===== config.mk =====
export PLATFORM = sky130hd
export DESIGN_NAME = spi_master_regs
export DESIGN_NICKNAME = d
export VERILOG_FILES = /design/src/rtl/spim_pkg.sv /design/src/rtl/spim_ctrl.sv /design/src/rtl/spim_datapath.sv /design/src/rtl/spi_master_regs.sv
export SDC_FILE = /design/constraint.sdc
export NUM_CORES = 1
export LEC_CHECK = 0
export BUFFER_PORTS_ARGS = -buffer_cell sky130_fd_sc_hd__buf_2
export CAP_MARGIN = 10
export CORE_ASPECT_RATIO = 0.8
export CORE_MARGIN = 4
export CORE_UTILIZATION = 35
export CTS_CLUSTER_DIAMETER = 40
export DETAILED_ROUTE_END_ITERATION = 7
export PLACE_DENSITY = 0.5
export SLEW_MARGIN = 20
export SYNTH_ARGS = -nofsm -noshare
export SYNTH_HDL_FRONTEND = slang
export SYNTH_HIERARCHICAL = 1
export SYNTH_SLANG_ARGS = --single-unit

===== constraint.sdc =====
create_clock -name clk -period 3.95 [get_ports clk]
set_input_delay 0.395 -clock clk [delete_from_list [all_inputs] [get_ports clk]]
set_output_delay 0.395 -clock clk [all_outputs]
set_load 0.1 [all_outputs]

===== src/rtl/spim_pkg.sv =====
package spim_pkg;
  localparam int BYTE_W  = 8;
  localparam int HALF_W  = 7;                      // holds the largest half period (64)
  localparam int EDGES   = 2 * BYTE_W;             // sclk transitions per byte
  localparam int EDGE_W  = $clog2(EDGES);

  localparam logic [1:0] ADDR_CTRL = 2'd0;
  localparam logic [1:0] ADDR_STAT = 2'd1;
  localparam logic [1:0] ADDR_DATA = 2'd2;

  // control bit positions
  localparam int CB_IRQEN = 7;
  localparam int CB_EN    = 6;
  localparam int CB_LSBF  = 5;
  localparam int CB_CPOL  = 3;
  localparam int CB_CPHA  = 2;

  typedef struct packed {
    logic load;
    logic sclkEdge;
    logic sample;
    logic shift;
    logic finish;
  } spimStrobes_t;
endpackage


===== src/rtl/spim_ctrl.sv =====
module spim_ctrl
  import spim_pkg::*;
(
  input  logic              clk,
  input  logic              rstN,
  input  logic [1:0]        regAddr,
  input  logic              regWrEn,
  input  logic [BYTE_W-1:0] regWrData,
  input  logic              irqAck,
  output logic [BYTE_W-1:0] ctrlByte,
  output logic [BYTE_W-1:0] statByte,
  output logic              irq,
  output spimStrobes_t      stb
);
  logic [BYTE_W-1:0] ctrlReg;
  logic              dblSpeed, doneFlag, collFlag, busy;
  logic [HALF_W-1:0] halfSel, halfLat, halfCnt;
  logic [EDGE_W-1:0] edgeIdx;
  logic              dataWr, accept, collide, edgeNow, finishNow, cpha;

  assign cpha    = ctrlReg[CB_CPHA];
  assign dataWr  = regWrEn && (regAddr == ADDR_DATA) && ctrlReg[CB_EN];
  assign accept  = dataWr && !busy;
  assign collide = dataWr && busy;

  always_comb begin
    logic [HALF_W-1:0] baseHalf;
    baseHalf = dblSpeed ? HALF_W'(1) : HALF_W'(2);
    case (ctrlReg[1:0])
      2'd0:    halfSel = baseHalf;
      2'd1:    halfSel = baseHalf << 2;
      2'd2:    halfSel = baseHalf << 4;
      default: halfSel = baseHalf << 5;
    endcase
  end

  assign edgeNow   = busy && (halfCnt == halfLat - HALF_W'(1));
  assign finishNow = edgeNow && (edgeIdx == EDGE_W'(EDGES - 1));

  always_comb begin
    stb.load     = accept;
    stb.sclkEdge = edgeNow;
    stb.finish   = finishNow;
    stb.sample   = edgeNow && (edgeIdx[0] == cpha);
    if (cpha)
      stb.shift = (edgeNow && !edgeIdx[0] && (edgeIdx != '0)) || finishNow;
    else
      stb.shift = edgeNow && edgeIdx[0];
  end

  always_ff @(posedge clk or negedge rstN) begin
    if (!rstN) begin
      ctrlReg  <= '0;
      dblSpeed <= 1'b0;
      doneFlag <= 1'b0;
      collFlag <= 1'b0;
      busy     <= 1'b0;
      halfLat  <= HALF_W'(1);
      halfCnt  <= '0;
      edgeIdx  <= '0;
    end else begin
      if (regWrEn && regAddr == ADDR_CTRL) ctrlReg  <= regWrData;
      if (regWrEn && regAddr == ADDR_STAT) dblSpeed <= regWrData[0];

      if (finishNow)             doneFlag <= 1'b1;
      else if (accept || irqAck) doneFlag <= 1'b0;

      if (collide)     collFlag <= 1'b1;
      else if (accept) collFlag <= 1'b0;

      if (accept) begin
        busy    <= 1'b1;
        halfLat <= halfSel;
        halfCnt <= '0;
        edgeIdx <= '0;
      end else if (busy) begin
        if (edgeNow) begin
          halfCnt <= '0;
          edgeIdx <= edgeIdx + EDGE_W'(1);
          if (finishNow) busy <= 1'b0;
        end else begin
          halfCnt <= halfCnt + HALF_W'(1);
        end
      end
    end
  end

  assign ctrlByte = ctrlReg;
  assign statByte = {doneFlag, collFlag, {(BYTE_W-3){1'b0}}, dblSpeed};
  assign irq      = ctrlReg[CB_IRQEN] && doneFlag;

  AST_ACK_CLEARS: assert property (@(posedge clk) disable iff (!rstN)
    (irqAck && !finishNow) |=> !doneFlag);
  AST_COLLIDE_FLAGS: assert property (@(posedge clk) disable iff (!rstN)
    collide |=> (collFlag && busy));
  AST_DISABLED_IDLE: assert property (@(posedge clk) disable iff (!rstN)
    (regWrEn && regAddr == ADDR_DATA && !ctrlReg[CB_EN] && !busy) |=> !busy);
  AST_DONE_ON_FINISH: assert property (@(posedge clk) disable iff (!rstN)
    finishNow |=> (doneFlag && !busy));
  AST_ACCEPT_CLEARS: assert property (@(posedge clk) disable iff (!rstN)
    accept |=> (!collFlag && !doneFlag));
endmodule


===== src/rtl/spim_datapath.sv =====
module spim_datapath
  import spim_pkg::*;
(
  input  logic              clk,
  input  logic              rstN,
  input  spimStrobes_t      stb,
  input  logic [BYTE_W-1:0] wrData,
  input  logic              cpol,
  input  logic              lsbFirst,
  input  logic              miso,
  output logic              sclk,
  output logic              mosi,
  output logic [BYTE_W-1:0] dataByte
);
  logic [BYTE_W-1:0] shiftReg;
  logic              rxBit, level, inBit;

  assign inBit = stb.sample ? miso : rxBit;

  always_ff @(posedge clk or negedge rstN) begin
    if (!rstN) begin
      shiftReg <= '0;
      rxBit    <= 1'b0;
      level    <= 1'b0;
    end else begin
      if (stb.load)
        shiftReg <= wrData;
      else if (stb.shift)
        shiftReg <= lsbFirst ? {inBit, shiftReg[BYTE_W-1:1]}
                             : {shiftReg[BYTE_W-2:0], inBit};
      if (stb.sample) rxBit <= miso;
      if (stb.load)          level <= 1'b0;
      else if (stb.sclkEdge) level <= ~level;
    end
  end

  assign sclk     = cpol ^ level;
  assign mosi     = lsbFirst ? shiftReg[0] : shiftReg[BYTE_W-1];
  assign dataByte = shiftReg;

  AST_IDLE_AFTER_FINISH: assert property (@(posedge clk) disable iff (!rstN)
    stb.finish |=> !level);
  AST_LOAD_HOLDS: assert property (@(posedge clk) disable iff (!rstN)
    (!stb.load && !stb.shift) |=> $stable(shiftReg));
endmodule


===== src/rtl/spi_master_regs.sv =====
module spi_master_regs
  import spim_pkg::*;
(
  input  logic       clk,
  input  logic       rstN,
  input  logic [1:0] regAddr,
  input  logic       regWrEn,
  input  logic [7:0] regWrData,
  output logic [7:0] regRdData,
  input  logic       irqAck,
  output logic       irq,
  output logic       sclk,
  output logic       mosi,
  input  logic       miso
);
  spimStrobes_t      stb;
  logic [BYTE_W-1:0] ctrlByte, statByte, dataByte;

  spim_ctrl uCtrl (
    .clk(clk), .rstN(rstN), .regAddr(regAddr), .regWrEn(regWrEn),
    .regWrData(regWrData), .irqAck(irqAck), .ctrlByte(ctrlByte),
    .statByte(statByte), .irq(irq), .stb(stb)
  );

  spim_datapath uData (
    .clk(clk), .rstN(rstN), .stb(stb), .wrData(regWrData),
    .cpol(ctrlByte[CB_CPOL]), .lsbFirst(ctrlByte[CB_LSBF]), .miso(miso),
    .sclk(sclk), .mosi(mosi), .dataByte(dataByte)
  );

  always_comb begin
    case (regAddr)
      ADDR_CTRL: regRdData = ctrlByte;
      ADDR_STAT: regRdData = statByte;
      ADDR_DATA: regRdData = dataByte;
      default:   regRdData = '0;
    endcase
  end
endmodule


; Yosys cells after proc, flatten, opt, wreduce, memory -nomap -nowiden
; Cells that the tools add are included.
[word_totals]
reg_bits = 40
latch_bits = 0
mem_bits_rw = 0
rom_bits = 0
out_inout_bits = 11
n_memories = 0
[classes]
add_sub_neg = 3
mul = 0
n_div = 0
order_cmp = 0
eq_ne = 7
n_shift = 0
muxes = 25
bitwise_logic = 2
n_reduce_logical = 26
[ops]
columns = op, count
row1 = 2-to-1 mux 8 bit, 3
row2 = case mux 8 bit (3 select lines), 1
row3 = 2-to-1 mux 7 bit, 3
row4 = case mux 7 bit (3 select lines), 1
row5 = logical AND 1 bit, 13
row6 = 2-to-1 mux 1 bit, 13
row7 = 2-to-1 mux 4 bit, 3
row8 = nonzero test 2 bit, 5
row9 = "adder 7 x 1 -> 7 bit, second input constant", 1
row10 = == test 7 bit, 1
row11 = "subtractor 7 x 1 -> 7 bit, second input constant", 1
row12 = "adder 4 x 1 -> 4 bit, second input constant", 1
row13 = "== test 2 x 1 -> 1 bit, second input constant", 2
row14 = "== test 2 bit, second input constant", 2
row15 = "== test 4 bit, second input constant", 1
row16 = logical NOT 2 bit, 2
row17 = nonzero test 4 bit, 1
row18 = logical NOT 1 bit, 2
row19 = logical OR 1 bit, 2
row20 = 2-to-1 mux 2 bit, 1
row21 = AND reduction 2 bit, 1
row22 = == test 1 bit, 1
row23 = inverter 1 bit, 1
row24 = XOR 1 bit, 1

; Longest topological paths before layout
; Gate-level depths: netlist (run 1).
[logic_depth]
depth_word = 9
ltp_mapped = 12

; By module
; Netlist (run 1), hierarchy kept.
[by_module_without_submodules]
columns = module, instances, cells_per_inst, area_each_um2
row1 = spim_ctrl, 1, 166, 1662.8
row2 = spim_datapath, 1, 52, 560.5
row3 = spi_master_regs, 1, 20, 197.7

; Least setup slack after synthesis (run 1)
; Ideal clock, no wire load.
[synth_path]
kind = register -> register
from = register uCtrl.halfLat[0]
to = register uData.shiftReg[3], in the netlist uData/dataByte[3]
t_arrival_ps = 2767
required_time_ps = 3886
path_slack_ps = 1119
path_stages_with_launch = 13
path_buffers = 1
path_cell_list = dfstp_2 > inv_1 > ha_1 > xor2_1 > o211ai_1 > a211oi_2 > and3_1 > nand2_1 > a311oi_1 > buf_6 > nor2_1 > a211oi_1 > a21o_1
[synth_rtl]
columns = element, line
row1 = "start, declared", spim_ctrl.sv:17  ; logic [HALF_W-1:0] halfSel, halfLat, halfCnt;
row2 = "start signal, assigned", spim_ctrl.sv:73  ; halfLat <= halfSel;
row3 = "end signal, assigned", spim_datapath.sv:27  ; shiftReg <= wrData;
row4 = "end signal, assigned", spim_datapath.sv:29  ; shiftReg <= lsbFirst ? {inBit, shiftReg[BYTE_W-1:1]}
row5 = "end, declared", spim_datapath.sv:15  ; logic [BYTE_W-1:0] shiftReg;

==> results.cfg, run 1 <==
[placement]
final_weighted_congestion_in_routability_driven_placement = 0.787
estimated_wirelength_of_the_detail_placed_design_mm = 4.10
buffer_ports.inserted = 25
detailed_place.area_sq_um = 2530
post-place-ws_ps = 1180

[timing]
fin_crit_ps = 2830
timing_hold_violations_final = 0
finalHoldWorstSlack_ps = 238
timing.fmax_mhz = 353
worst-slew-pin-transition_ps = 940
finClkSkew_ps = 6.53
timing.final.max_slew_violations = 0
grt_setup_unrepaired = false
slew_headroom_pct = 37.3
setup_tns_after_final_layout_ps = 0
post-route-period-util_pct = 71.7
setup-violations-final = 0
timing.final.ws_setup_ps = 1120

[setup_path]
slowest_stage = dfstp_2
crit_family = compound AO/OA/AOI/OAI gates
critical_path_peak_fanout = 15
critical_path_required_ps = 4190
cp-start-kind = flop
timing.setup.critical_path_class = flop to flop
crit_arrival_ps = 3070
critical_path.cell_chain = inv_1 > ha_1 > xor2_1 > o211ai_1 > a211oi_2 > and3_1 > nand2_1 > a311oi_2 > buf_4 > nor2_1 > a211oi_1 > a21o_1
critical_path.n_buffers_inverters = 2
cp_slowest_stage_delay_ps = 570
critical_path.endpoint_type = flop

[pwr]
p_per_area_nw_per_um2 = 778
total_power_mw = 2.05
ir_drop_mv = 0.323
p_leak_nw = 1.15

[global_route]
grt_pass1_wl_mm = 9.25
grt_use_total_pct = 14.8
grt_remaining_overflow = 0
grt_max_degree = 41
number_of_global_route_vias_before_repair = 1643
number_of_antenna_violations_at_the_first_check_in_global_routing = 0

[die]
rows = 26
die_x_um = 101
io-pin-count = 26
die_area_sq_um = 8280
core_box_area_sq_um = 6540
die_h_um = 82.2
floorplan.initialDensity_pct = 36.9

[detailed_routing]
avgRoutedWirePerCell_um = 16.8
routed-via-count = 1779
detailed_route_iter0_violations = 113
post_drt_via_cell_ratio = 5.23
route.final.wire_length_mm = 5.71
first_pass_iters = 4
drcViolationCount = 0
antenna_left = 0

[finish]
finalNetCount = 274
multi_input_comb_area_sq_um = 1250
final_layout_size_suffix_gt1_share_pct = 21.5
diodes = 0
layout.cell_area.non_filler_sq_um = 2640
area.sequential_sq_um = 1000
relative_area_change_from_synthesis_to_final_layout_pct = 9.50
fillCellCount = 655

[yosys]
mappedNetlistArea_sq_um = 2410
synthesis.area_per_instance_sq_um = 10.2
post_syn_instances = 236
synthesis.yosys.warnings = 6

[run_status]
status = finished, final reports clean

[clocking]
cts_buffers = 5
clkSlewWorstSetupHoldPaths_ps = 80
cts_num_sinks = 40
htree_levels = 2
cts_max_path_buffers = 2
clock_tree_from_tritoncts = yes
clk_latency_worst_skew_pair_ps = 300
clock_tree.root_cell = clkbuf_8
cts.repair.resized = 0
cts_hold_repair.buffers = 0
post-cts-setup-buffer-count = 0

[run]
cap_viol_max_count = 0

[worst_hold_path]
min_path_type = primary input to async pin
## power breakdown
part           switching, mW  leakage [nW]  internal (mW)  total [mW]
combinational          0.592         0.605          0.358       0.949
sequential             0.201         0.489          0.560       0.762
clock                  0.155        0.0541          0.187       0.342
total                  0.948          1.15           1.11        2.05
## flip-flops by register name, summed over array words and instances, names as in the netlist, 4 cells and up
register,flops
uCtrl/ctrlByte,8
uCtrl/edgeIdx,4
uCtrl/halfLat,7
uData/dataByte,8
uCtrl/halfCnt,7
## final cells by class
type,instances,area share (%)
Timing Repair Buffer,27,5.31
Tap cell,84,3.98
Inverter,8,1.14
Sequential cell,40,38.0
Clock inverter,3,1.61
Multi-Input combinational cell,173,47.4
Clock buffer,5,2.61
## stage by stage
step | cells | util, %
4_1_cts | 340 | 40.4
3_5_place_dp | 332 | 38.7
3_3_place_gp | 332 | 38.7
6_report | 340 | 40.4
2_1_floorplan | 240 | -
5_1_grt | 340 | 40.4
## layout by cell type (no fill, tap or decap), types with 2 or more instances in the layout
cell and instances:
a211oi_1 6, o31ai_1 6, a21oi_1 9, o2bb2ai_1 8, nor3_1 4, mux2i_1 16
a41oi_1 2, inv_1 6, mux2_2 11, nand2b_1 5, clkbuf_8 5, buf_4 2
o21ai_0 8, or4_1 3, xnor2_1 7, nand3_1 10, nor2_1 14, conb_1 5
o21ai_1 4, nand2_1 13, a21o_1 7, dfrtp_1 39, nor3b_1 3, buf_2 25
ha_1 4, xor2_1 5, nand3b_1 4, nor2b_1 2
## routing by layer
metal  vias up  share of wire [%]  global-route usage (%)
li1        883                  -                       -
met1       855                 58                    24.9
met2        39                 36                    17.8
met3         2                5.0                    3.44
met4         0               0.42                    4.04
met5         -                  0                       0
## path summary, 6_finish.rpt
| check | slack (ps) | from | to | depth (start not counted) |
|---|---|---|---|---|
| worst max register to register | 1120 | uCtrl/halfLat[0] | uData/dataByte[6] | 12 |
| worst max-delay path | 1120 | uCtrl/halfLat[0] | uData/dataByte[6] | 12 |
| worst min register to register | 510 | uCtrl/ctrlByte[4] | uCtrl/ctrlByte[4] | 1 |
| max in group asynchronous | 3140 | rstN | uCtrl/collFlag | 1 |
| worst min-delay path | 240 | rstN | uCtrl/halfCnt[2] | 1 |
| min in group clk | 310 | regWrData[3] | uData/dataByte[3] | 2 |
Note: power is estimated with default switching activity, not from simulation.
==> run 2, diff against run 1 <==
--- a/config.mk
+++ b/config.mk
@@ -12,7 +12,7 @@
 export CORE_UTILIZATION = 35
 export CTS_CLUSTER_DIAMETER = 40
 export DETAILED_ROUTE_END_ITERATION = 7
-export PLACE_DENSITY = 0.5
+export PLACE_DENSITY = 0.52
 export SLEW_MARGIN = 20
 export SYNTH_ARGS = -nofsm -noshare
 export SYNTH_HDL_FRONTEND = slang
==> constraint.sdc (replaced) <==
create_clock -name clk -period 2.5 [get_ports clk]
set_input_delay 0.25 -clock clk [delete_from_list [all_inputs] [get_ports clk]]
set_output_delay 0.25 -clock clk [all_outputs]
set_load 0.1 [all_outputs]
==> run 2 against run 1 <==
  * The flow now finishes with violations (setup timing)
  * Critical path depth is the same
  * Critical path type unchanged
  * Sequential cell count is the same
  * Via count rose by 3.5%
==> results.cfg, run 2 (synthesized netlist as in run 1, its figures left out) <==
[run_status]
status = finished with violations
violated_checks = setup timing

[pwr]
ir_drop_mv = 0.414
p_leak_nw = 1.24
total_power_mw = 3.45
p_per_area_nw_per_um2 = 1230

[die]
floorplan.initialDensity_pct = 36.9
die_x_um = 101
core_box_area_sq_um = 6540
io-pin-count = 26
die_area_sq_um = 8280
rows = 26
die_h_um = 82.2

[timing]
finalHoldWorstSlack_ps = 84.3
setup_tns_after_final_layout_ps = -36.8
fin_crit_ps = 2530
worst-slew-pin-transition_ps = 917
finClkSkew_ps = 7.61
timing.final.max_slew_violations = 0
timing.fmax_mhz = 396
setup-violations-final = 2
timing.final.ws_setup_ps = -26.5
slew_headroom_pct = 38.9
post-route-period-util_pct = 101
timing_hold_violations_final = 0
grt_setup_unrepaired = true

[setup_path]
cp-start-kind = flop
critical_path_peak_fanout = 8
crit_family = compound AO/OA/AOI/OAI gates
timing.setup.critical_path_class = flop to flop
critical_path.cell_chain = inv_2 > ha_4 > xor2_1 > o211ai_1 > a211oi_2 > and3_1 > nand2_2 > a311oi_4 > buf_12 > nor2_1 > a211oi_1 > a21o_1
slowest_stage = dfstp_2
critical_path.n_buffers_inverters = 2
critical_path.endpoint_type = flop
cp_slowest_stage_delay_ps = 540
crit_arrival_ps = 2760
critical_path_required_ps = 2730

[placement]
final_weighted_congestion_in_routability_driven_placement = 0.817
buffer_ports.inserted = 25
detailed_place.area_sq_um = 2650
placed_cells_incl_taps = 343
estimated_wirelength_of_the_detail_placed_design_mm = 4.07
post-place-ws_ps = -28.4

[finish]
finalNetCount = 292
instances_no_fill = 358
final_layout_size_suffix_gt1_share_pct = 29.2
relative_area_change_from_synthesis_to_final_layout_pct = 16.9
most_common_library_cell_in_the_layout_ignoring_fill_and_taps = dfrtp_1
layout.cell_area.non_filler_sq_um = 2820
final_cell_mix = dfrtp_1 (39), buf_2 (25), buf_4 (18)
final_core_utilization_pct = 43.1
diodes = 0

[clocking]
clock_tree.root_cell = clkbuf_8
cts_buffers = 5
htree_levels = 2
clkSlewWorstSetupHoldPaths_ps = 80
cts_max_path_buffers = 2
clock_tree_from_tritoncts = yes
clk_latency_worst_skew_pair_ps = 290
cts_num_sinks = 40
cts_hold_repair.buffers = 0

[detailed_routing]
antenna_left = 0
post_drt_via_cell_ratio = 5.15
detailed_route_iter0_violations = 71
routed-via-count = 1842
route.final.wire_length_mm = 5.66
drcViolationCount = 0
avgRoutedWirePerCell_um = 15.8
first_pass_iters = 4

[global_route]
grt_use_total_pct = 14.6
grt_remaining_overflow = 0
grt_pass1_wl_mm = 9.32
number_of_antenna_violations_at_the_first_check_in_global_routing = 0
number_of_global_route_vias_before_repair = 1760
grt_max_degree = 41

[worst_hold_path]
min_path_type = primary input to async pin

[run]
cap_viol_max_count = 0
-- run 2: final cells by class --
cell class | instances | area, sq um
Fill cell | 644 | 3720
Multi-Input combinational cell | 173 | 1290
Sequential cell | 40 | 1000
Timing Repair Buffer | 45 | 292
Tap cell | 84 | 105
Clock buffer | 6 | 82.6
Inverter | 8 | 30.0
Clock inverter | 2 | 10.0
-- run 2: routing by layer --
layer  vias to the layer above  global-route usage, %  part of all wire, %
met5                         -                      0                    0
met4                         0                   4.04                 0.71
met1                       906                   24.0                   57
met2                        22                   18.7                   40
met3                         2                   2.94                  2.7
li1                        912                      -                    -
-- run 2: worst paths after layout --
kind                                      to               from  slack, ps  cells after the start
min                         uCtrl/edgeIdx[2]               rstN         80                      1
min in group clk           uData/dataByte[5]       regWrData[5]        180                      2
max                        uData/dataByte[5]   uCtrl/halfLat[0]        -30                     12
max in group asynchronous  uCtrl/ctrlByte[1]               rstN       1830                      1
max reg2reg                uData/dataByte[5]   uCtrl/halfLat[0]        -30                     12
min reg2reg                uCtrl/ctrlByte[4]  uCtrl/ctrlByte[4]        520                      1
-- run 2: power by group --
part / leakage (nW) / internal [mW] / switching, mW
Combinational: 0.703 / 0.779 / 1.03
Clock: 0.0510 / 0.221 / 0.233
Sequential: 0.489 / 0.885 / 0.304
-- run 2: repair_timing --
action / CTS / global route
hold endpoints to repair: 0 / 0
pin swaps: 1 / 1
setup endpoints to repair: 7 / 10
gates resized for setup: 2 / 6
buffers inserted: 7 / 0
cloned: 1 / 0
==> run 3, diff against run 2 <==
--- a/config.mk
+++ b/config.mk
@@ -9,10 +9,11 @@
 export CAP_MARGIN = 10
 export CORE_ASPECT_RATIO = 0.8
 export CORE_MARGIN = 4
-export CORE_UTILIZATION = 35
+export CORE_UTILIZATION = 40
+export CTS_BUF_LIST = sky130_fd_sc_hd__clkbuf_8
 export CTS_CLUSTER_DIAMETER = 40
 export DETAILED_ROUTE_END_ITERATION = 7
-export PLACE_DENSITY = 0.52
+export PLACE_DENSITY = 0.58
 export SLEW_MARGIN = 20
 export SYNTH_ARGS = -nofsm -noshare
 export SYNTH_HDL_FRONTEND = slang
==> run 3 against run 2 <==
  * The run now ends clean
  * Clock-buffer cell count shrank 1
  * Die area shrank 11%
  * Via count shrank 2.0%
  * Sequential share of layout area grew 1.1 points
  * Global-route usage grew 0.84 points
  * Cell area shrank 3.0%
  * Wire length shrank 2.9%
  * Critical path type unchanged
  * Largest power group unchanged
==> results.cfg, run 3 (synthesized netlist as in run 1, its figures left out) <==
[run_status]
status = finished, final reports clean

[finish]
area.sequential_sq_um = 1000
diodes = 0
final_cell_mix = dfrtp_1 (39), buf_2 (25), mux2i_1 (16)
fillCellCount = 577
relative_area_change_from_synthesis_to_final_layout_pct = 13.4
instances_no_fill = 341
finalNetCount = 282
most_common_library_cell_in_the_layout_ignoring_fill_and_taps = dfrtp_1
multi_input_comb_area_sq_um = 1320
final_layout_size_suffix_gt1_share_pct = 27.4

[pwr]
power_share_of_the_sequential_group_pct = 35.5
swShare_pct = 46.6
intPower_mw = 1.76
clkPwrFrac_pct = 12.3
p_per_area_nw_per_um2 = 1210
p_leak_nw = 1.20
ir_drop_mv = 0.531
relative_contribution_of_combinational_cells_to_total_power_pct = 52.2
switching_power_total_mw = 1.54

[setup_path]
crit-reg2reg-launch = uCtrl/halfLat[0]
r2r_cells = 12
r2r_end = uData/dataByte[3]
cp-start-kind = flop
timing.setup.critical_path_class = flop to flop
critical_path.endpoint_type = flop
crit_arrival_ps = 2690
reg2reg_setup_slack_ps = 40
critical_path_peak_fanout = 7
critical_path_required_ps = 2730

[timing]
slew_headroom_pct = 38.0
timing.final.max_slew_violations = 0
finClkSkew_ps = 5.78
timing.fmax_mhz = 407
post-route-period-util_pct = 98.4
setup-violations-final = 0
setup_tns_after_final_layout_ps = 0
fin_crit_ps = 2460
grt_setup_unrepaired = true
timing_hold_violations_final = 0
worst-slew-pin-transition_ps = 931

[die]
io-pin-count = 26
die_x_um = 94.8
rows = 24
floorplan.initialDensity_pct = 42.7
die_area_sq_um = 7340
die_h_um = 77.4
core_box_area_sq_um = 5650

[clocking]
cts_max_path_buffers = 2
cts_num_sinks = 40
htree_levels = 2
clk_latency_worst_skew_pair_ps = 290
cts_buffers = 5
clock_tree.root_cell = clkbuf_8
clkSlewWorstSetupHoldPaths_ps = 70
clock_tree_from_tritoncts = yes
cts_hold_repair.buffers = 0

[worst_hold_path]
min_path_type = primary input to async pin

[placement]
buffer_ports.inserted = 25
final_weighted_congestion_in_routability_driven_placement = 0.814
estimated_wirelength_of_the_detail_placed_design_mm = 4.01
placed_cells_incl_taps = 333

[global_route]
grt_use_total_pct = 15.5
grt_max_degree = 41
number_of_antenna_violations_at_the_first_check_in_global_routing = 0
number_of_global_route_vias_before_repair = 1710
grt_remaining_overflow = 0
grt_pass1_wl_mm = 8.95

[detailed_routing]
drcViolationCount = 0
detailed_route_iter0_violations = 56
routed-via-count = 1806
antenna_left = 0
first_pass_iters = 4
avgRoutedWirePerCell_um = 16.1
route.final.wire_length_mm = 5.49
post_drt_via_cell_ratio = 5.30

[run]
cap_viol_max_count = 0
run 3: layer usage:
metal  track usage, %  vias up  part of all wire [%]
met2             20.4       33                    40
met5                0        -                     0
met4             3.89        0                  0.69
met1             25.3      873                    55
li1                 -      896                     -
met3             2.90        4                   4.4
run 3: critical path: stages, from the launching register on:
cell	delay [ps]
dfstp_2	540
inv_2	50
ha_4	250
xor2_1	140
o211ai_1	110
a211oi_2	230
and3_1	210
nand2_2	90
a311oi_4	260
buf_6	180
nor2_1	50
a211oi_2	180
a21o_1	120
run 3: layout make-up:
class,instances,area share [%]
Clock buffer,5,2.52
Clock inverter,2,0.321
Inverter,8,1.10
Multi-Input combinational cell,173,48.2
Sequential cell,40,36.7
Tap cell,78,3.57
Timing Repair Buffer,35,7.60
run 3: how the worst max path moves through the flow:
| stage | slack (ps) | end | cells past startpoint | startpoint |
|---|---|---|---|---|
| floorplan | -9 | uData/dataByte[3] | 12 | uCtrl/halfLat[0] |
| global placement | 10 | uData/dataByte[3] | 12 | uCtrl/halfLat[0] |
| detailed placement | 2 | uData/dataByte[3] | 12 | uCtrl/halfLat[0] |
| CTS | -20 | uData/dataByte[3] | 12 | uCtrl/halfLat[0] |
| global route | -110 | uData/dataByte[3] | 12 | uCtrl/halfLat[0] |
| finish | 40 | uData/dataByte[3] | 12 | uCtrl/halfLat[0] |
run 3: metrics by stage:
stage | power (mW) | cell area [sq um] | utilization, % | setup slack (ps) | hold WS, ps
after floorplan | 2.46 | 2460 | - | -9.16 | -45.6
final | 3.30 | 2730 | 48.4 | 40.9 | 103
after detailed placement | 2.82 | 2600 | 46.0 | 2.34 | 439
after global placement | 2.79 | 2600 | 46.0 | 11.2 | 443
after CTS | 3.24 | 2680 | 47.4 | -22.7 | 121
after global routing | 3.53 | 2730 | 48.4 | -109 | 164
run 3: timing repair:
item,CTS,global route
pin swaps,0,12
gates resized for setup,0,13
setup buffers,0,1
setup endpoints to repair,4,8
gates cloned,0,0
run 3: power by group through the flow:
stage	Sequential [mW]	Clock [mW]	Combinational [mW]
2_1_floorplan	1.10	0	1.36
3_3_place_gp	1.18	0	1.61
3_5_place_dp	1.19	0	1.64
4_1_cts	1.17	0.419	1.65
5_1_grt	1.21	0.445	1.87
6_report	1.17	0.406	1.72
